<file path="src/rtl/spi_sck_pkg.sv">
`timescale 1ns/1ps
package spi_sck_pkg;

  typedef struct packed {
    logic launch;
    logic sample;
  } sck_stb_t;

  // 1 selects the rising pin transition as the sampling edge
  function automatic logic sample_on_rise(input logic pol, input logic pha);
    return pol ^ ~pha;
  endfunction

endpackage

</file>
<file path="src/rtl/sck_rate_decode.sv">
`timescale 1ns/1ps
module sck_rate_decode #(
  parameter int CODE_W     = 16,
  parameter int FIELD_W    = 8,
  parameter int STEP_COUNT = 5,
  parameter int PRE_LOG    = 5,
  parameter int MAX_LOG    = 10,
  parameter int LOG_W      = 4,
  parameter logic [CODE_W-1:0]         BYPASS_CODE = 16'h0007,
  parameter logic [CODE_W-FIELD_W-1:0] PRE_SEL     = 8'h1F
) (
  input  logic [CODE_W-1:0] code,
  output logic [LOG_W-1:0]  ratio_log
);

  localparam int HI_W = CODE_W - FIELD_W;

  logic [HI_W-1:0]    hi_field;
  logic [FIELD_W-1:0] lo_field;
  logic               lo_ok;

  assign hi_field = code[CODE_W-1:FIELD_W];
  assign lo_field = code[FIELD_W-1:0];
  assign lo_ok    = (lo_field < FIELD_W'(STEP_COUNT));

  always_comb begin
    if (code == BYPASS_CODE) begin
      ratio_log = '0;
    end else if ((hi_field == '0) && lo_ok) begin
      ratio_log = LOG_W'(lo_field) + LOG_W'(1);
    end else if ((hi_field == PRE_SEL) && lo_ok) begin
      ratio_log = LOG_W'(lo_field) + LOG_W'(1 + PRE_LOG);
    end else begin
      ratio_log = LOG_W'(MAX_LOG);
    end
  end

endmodule

</file>
<file path="src/rtl/sck_half_timer.sv">
`timescale 1ns/1ps
module sck_half_timer #(
  parameter int LOG_W = 4,
  parameter int CNT_W = 9
) (
  input  logic             clk,
  input  logic             rst_n,
  input  logic             run,
  input  logic [LOG_W-1:0] ratio_log,
  output logic             tick
);

  logic [CNT_W-1:0] cnt_q, cnt_d;
  logic [CNT_W-1:0] term;

  // half period = 2^(ratio_log-1) parent cycles
  always_comb begin
    if (ratio_log == '0) begin
      term = '0;
    end else begin
      term = (CNT_W'(1) << (ratio_log - LOG_W'(1))) - CNT_W'(1);
    end
  end

  assign tick = run && (cnt_q == term);

  always_comb begin
    if (!run || tick) begin
      cnt_d = '0;
    end else begin
      cnt_d = cnt_q + CNT_W'(1);
    end
  end

  always_ff @(posedge clk or negedge rst_n) begin
    if (!rst_n) begin
      cnt_q <= '0;
    end else begin
      cnt_q <= cnt_d;
    end
  end

endmodule

</file>
<file path="src/rtl/sck_phase_ctl.sv">
`timescale 1ns/1ps
module sck_phase_ctl
  import spi_sck_pkg::*;
(
  input  logic     clk,
  input  logic     rst_n,
  input  logic     sck_en,
  input  logic     cpol,
  input  logic     rise_samples,
  input  logic     bypass,
  input  logic     tick,
  output logic     ph_q,
  output logic     run,
  output logic     gate_n,
  output sck_stb_t stb_q
);

  logic     ph_d;
  logic     byp_run_q, byp_run_d;
  logic     new_pin;
  logic     is_sample_edge;
  sck_stb_t stb_d;

  assign run       = (sck_en | ph_q) & ~bypass;
  assign byp_run_d = sck_en & bypass;

  assign ph_d           = tick ? ~ph_q : ph_q;
  assign new_pin        = cpol ^ ~ph_q;
  assign is_sample_edge = (new_pin == rise_samples);

  always_comb begin
    stb_d.sample = gate_n | (tick & is_sample_edge);
    stb_d.launch = gate_n | (tick & ~is_sample_edge);
  end

  always_ff @(posedge clk or negedge rst_n) begin
    if (!rst_n) begin
      ph_q      <= 1'b0;
      byp_run_q <= 1'b0;
      stb_q     <= '0;
    end else begin
      ph_q      <= ph_d;
      byp_run_q <= byp_run_d;
      stb_q     <= stb_d;
    end
  end

  // gate for the pass-through clock changes only while the parent clock is low
  always_ff @(negedge clk or negedge rst_n) begin
    if (!rst_n) begin
      gate_n <= 1'b0;
    end else begin
      gate_n <= byp_run_q;
    end
  end

endmodule

</file>
<file path="src/rtl/spi_sck_gen.sv">
`timescale 1ns/1ps
module spi_sck_gen
  import spi_sck_pkg::*;
#(
  parameter int CODE_W     = 16,
  parameter int FIELD_W    = 8,
  parameter int STEP_COUNT = 5,
  parameter int PRE_LOG    = 5,
  parameter int MAX_LOG    = 10,
  parameter logic [CODE_W-1:0]         BYPASS_CODE = 16'h0007,
  parameter logic [CODE_W-FIELD_W-1:0] PRE_SEL     = 8'h1F
) (
  input  logic              clk,
  input  logic              rst_n,
  input  logic [CODE_W-1:0] scaler_code,
  input  logic              cpol,
  input  logic              cpha,
  input  logic              sck_en,
  output logic              sck,
  output logic              launch_stb,
  output logic              sample_stb
);

  localparam int LOG_W = $clog2(MAX_LOG + 1);
  localparam int CNT_W = (MAX_LOG > 1) ? MAX_LOG - 1 : 1;

  logic [1:0]       rst_pipe;
  logic             rst_core_n;
  logic [LOG_W-1:0] code_log;
  logic [LOG_W-1:0] lg_q, lg_d;
  logic             lg_load;
  logic             bypass;
  logic             ph_q;
  logic             run;
  logic             tick;
  logic             gate_n;
  sck_stb_t         stb_q;

  always_ff @(posedge clk or negedge rst_n) begin
    if (!rst_n) begin
      rst_pipe <= '0;
    end else begin
      rst_pipe <= {rst_pipe[0], 1'b1};
    end
  end
  assign rst_core_n = rst_pipe[1];

  sck_rate_decode #(
    .CODE_W(CODE_W), .FIELD_W(FIELD_W), .STEP_COUNT(STEP_COUNT),
    .PRE_LOG(PRE_LOG), .MAX_LOG(MAX_LOG), .LOG_W(LOG_W),
    .BYPASS_CODE(BYPASS_CODE), .PRE_SEL(PRE_SEL)
  ) u_decode (
    .code      (scaler_code),
    .ratio_log (code_log)
  );

  // rate captured only while stopped and at rest
  assign lg_load = ~sck_en & ~ph_q;
  assign lg_d    = lg_load ? code_log : lg_q;

  always_ff @(posedge clk or negedge rst_core_n) begin
    if (!rst_core_n) begin
      lg_q <= LOG_W'(MAX_LOG);
    end else begin
      lg_q <= lg_d;
    end
  end

  assign bypass = (lg_q == '0);

  sck_half_timer #(.LOG_W(LOG_W), .CNT_W(CNT_W)) u_timer (
    .clk       (clk),
    .rst_n     (rst_core_n),
    .run       (run),
    .ratio_log (lg_q),
    .tick      (tick)
  );

  sck_phase_ctl u_phase (
    .clk          (clk),
    .rst_n        (rst_core_n),
    .sck_en       (sck_en),
    .cpol         (cpol),
    .rise_samples (sample_on_rise(cpol, cpha)),
    .bypass       (bypass),
    .tick         (tick),
    .ph_q         (ph_q),
    .run          (run),
    .gate_n       (gate_n),
    .stb_q        (stb_q)
  );

  assign sck        = cpol ^ (ph_q | (clk & gate_n));
  assign launch_stb = stb_q.launch;
  assign sample_stb = stb_q.sample;

endmodule

</file>
<file path="config.mk">
export PLATFORM = sky130hd
export DESIGN_NAME = spi_sck_gen
export DESIGN_NICKNAME = d
export VERILOG_FILES = /design/src/rtl/spi_sck_pkg.sv /design/src/rtl/sck_rate_decode.sv /design/src/rtl/sck_half_timer.sv /design/src/rtl/sck_phase_ctl.sv /design/src/rtl/spi_sck_gen.sv
export SDC_FILE = /design/constraint.sdc
export NUM_CORES = 1
export LEC_CHECK = 0
export BUFFER_PORTS_ARGS = -buffer_cell sky130_fd_sc_hd__buf_4
export CAP_MARGIN = 20
export CORE_ASPECT_RATIO = 2
export CORE_MARGIN = 1.5
export CORE_UTILIZATION = 45
export DETAILED_ROUTE_END_ITERATION = 10
export GPL_TIMING_DRIVEN = 1
export PLACE_DENSITY_LB_ADDON = 0.25
export SYNTH_ARGS = -nofsm -noshare
export SYNTH_HDL_FRONTEND = slang
export SYNTH_SLANG_ARGS = --single-unit
</file>
<file path="constraint.sdc">
create_clock -name clk -period 1.71 [get_ports clk]
set_clock_uncertainty 0.15 [all_clocks]
set_input_delay 0.2565 -clock clk [delete_from_list [all_inputs] [get_ports clk]]
set_output_delay 0.2565 -clock clk [all_outputs]
set_load 0.02 [all_outputs]
</file>
==> results.sh <==
export IMPL_setup_tns_ns=-11.06
export IMPL_pwr_density_cell_mw_per_mm2=718
export IMPL_synth_nets=181
export IMPL_grt_pass1_vias=1455
export IMPL_drtIter0Drc=39
export IMPL_synthCells=154
export IMPL_io_pins=24
export IMPL_hold_viol=0
export IMPL_clock_latency_ns=0.39
export IMPL_yosysMostFrequentCell="dfrtp_1"
export IMPL_grt_max_degree=18
export IMPL_worstPathCellList="nor2b_4 > nand2_2 > ha_4 > nor2b_4 > a22o_1 > or3_1 > a221oi_2 > buf_4 > nand4_1 > o21bai_1"
export IMPL_synth_seq_cells=20
export IMPL_firstDrtPassIters=4
export IMPL_crit_fanout=7
export IMPL_crit_slowest_cell="dfstp_2"
export IMPL_synth_seq_area_share_pct=36.1
export IMPL_routabilityCongestion=0.875
export IMPL_area_growth_pct=42.6
export IMPL_drv_cap=0
export IMPL_drt_wl_total_um=3820
export IMPL_utilization_pct=67.6
export IMPL_rr_worst_depth=10
export IMPL_n_antenna_cell=0
export IMPL_hp_class="input port to asynchronous set/reset pin"
export IMPL_critical_path_top_delay_family="simple AND/OR/NAND/NOR gates"
export IMPL_setup_viol=13
export IMPL_grtUsageTotal_pct=25.1
export IMPL_cpMostUsedCell="nor2b_4"
export IMPL_cts_tree="built"
export IMPL_worst_ep_arrival_time_ns=2.76
export IMPL_grt_pass1_wl_um=6420
export IMPL_cp_start_kind="flip-flop"
export IMPL_die_area_sq_mm=0.00346
export IMPL_rsz0062_at_grt="yes"
export IMPL_crit_cells=10
export IMPL_vias_per_cell=5.86
export IMPL_num_vias=1360
export IMPL_fillCellCount=238
export IMPL_critPathCaptureType="flip-flop"
export IMPL_wl_per_cell_um=16.5
export IMPL_layout_nets=230
export IMPL_cts_clk_slew_worst_paths_ns=0.07
export IMPL_synth_async_sr_flop_share_pct=100
export IMPL_layout_min_cycle_time_ns=2.63
export IMPL_syn_avg_cell_area_sq_um=9.05
export IMPL_antenna_left=0
export IMPL_synth_area_leaders="dfrtp_1, ha_1, xnor2_1"
export IMPL_post_route_period_util_pct=154
export IMPL_start_util_pct=47.4
export IMPL_io_buffers=23
export IMPL_required_ns=1.84
export IMPL_place_inst=218
export IMPL_status="complete, but fails checks"
export IMPL_drc=0
export IMPL_synth_enable_flop_cells=0
export IMPL_dpl_hpwl_um=2610
export IMPL_core_area_sq_mm=0.00294
export IMPL_antenna_found_initial=0
export IMPL_synth_ff_type="dfrtp_1"
export IMPL_worst_slack_ns=-0.920
export IMPL_synth_top_cell_area_share_pct=30.5
export IMPL_synth_cell_types=48
export IMPL_yosys_warnings=0
export IMPL_fin_cells=232
export IMPL_drive_gt1_share_pct=40.6
export IMPL_yosys_area_top_type="dfrtp_1"
export IMPL_violations="setup timing"
export IMPL_finalMaxSlewViolations=0
export IMPL_die_x_um=42.4
export IMPL_dp_worst_setup_slack_ns=-0.904
export IMPL_synth_cell_area_sq_mm=0.00139
export IMPL_irDropWorstVdd_v=0.000557
export IMPL_critPathBufInv=1
export IMPL_dieHeight_um=81.7
export IMPL_synth_commonest_cells="dfrtp_1, nor3_1, o21ai_0"
export IMPL_fmax_mhz=380
export IMPL_overflow=0
export IMPL_slowest_delay_ns=0.53
export IMPL_rows=28
export IMPL_leakagePower_nw=0.889
export IMPL_critPathKind="flip-flop to flip-flop"
layout make-up:
cell class                      instances  area [sq um]  area share (%)
Sequential cell                        20           503            25.3
Clock inverter                          1          30.0            1.51
Multi-Input combinational cell        119           921            46.3
Tap cell                               30          37.5            1.89
Timing Repair Buffer                   50           388            19.5
Clock buffer                            7          90.1            4.53
Inverter                                5          18.8           0.944
flip-flops by register name (all words and copies together), names as in the netlist:
signal	flops
u_phase.stb_q	2
lg_q	4
u_timer.cnt_q	9
rst_pipe	2
u_phase.ph_q	1
u_phase.byp_run_q	1
u_phase.gate_n	1
stage by stage:
step | total power, mW | hold slack, ns | area [sq um]
2_1_floorplan | 0.648 | -0.189 | 1450
3_3_place_gp | 0.729 | -0.112 | 1730
3_5_place_dp | 0.739 | -0.111 | 1730
4_1_cts | 1.43 | 0.00642 | 1960
5_1_grt | 1.48 | 0.0550 | 1990
6_report | 1.43 | 0.0428 | 1990
power breakdown:
part	total, mW	internal (mW)	switching (mW)
registers	0.497	0.490	0.00750
logic	0.248	0.125	0.123
clock network	0.683	0.471	0.212
metal layers:
layer / track usage (%) / vias up / share of wire [%]
met5: 0 / - / 0
met4: 14.1 / 0 / 2.4
met3: 4.62 / 13 / 2.5
met2: 47.7 / 35 / 59
met1: 24.5 / 661 / 36
li1: - / 651 / -
logic make-up after synthesis:
logic type	after synthesis	share of synthesized area, %
compound gates	31	15.8
xor+xnor	13	8.17
fa+ha+maj	6	5.39
buf+inv	15	6.01
flops	20	36.1
mux	2	1.44
other cells	1	0.269
simple gates	66	26.8
repair_timing:
item,CTS,global route
gates resized for setup,18,1
hold endpoints to repair,2,1
setup buffers,3,1
setup endpoints to repair,13,14
hold buffers,1,1
cloned,1,0
pin swaps,13,5
cell usage in the layout (no fill, tap or decap), drive strengths merged, types with 3 or more instances in the layout:
| cell | n |
|---|---|
| nand3 | 9 |
| o21ai | 11 |
| nor3 | 12 |
| a221oi | 3 |
| or3 | 4 |
| and3 | 3 |
| xnor2 | 7 |
| clkbuf | 6 |
| or4 | 3 |
| nand3b | 4 |
| inv | 5 |
| nor2b | 4 |
| and2 | 3 |
| dfrtp | 17 |
| xor2 | 6 |
| ha | 6 |
| nand2 | 9 |
| buf | 49 |
| nor2 | 6 |
worst paths after layout:
kind / slack [ns] / from / endpoint
worst max-delay path: -0.92 / lg_q[1] / u_phase.stb_q[1]
worst min-delay path: 0.04 / rst_n / rst_pipe[1]
worst max register to register: -0.92 / lg_q[1] / u_phase.stb_q[1]
worst min register to register: 0.09 / rst_pipe[1] / u_phase.byp_run_q
max in group asynchronous: 0.68 / rst_pipe[1] / u_phase.gate_n
min in group clk: 0.07 / scaler_code[1] / lg_q[1]
Note: power is estimated with default switching activity, not from simulation.
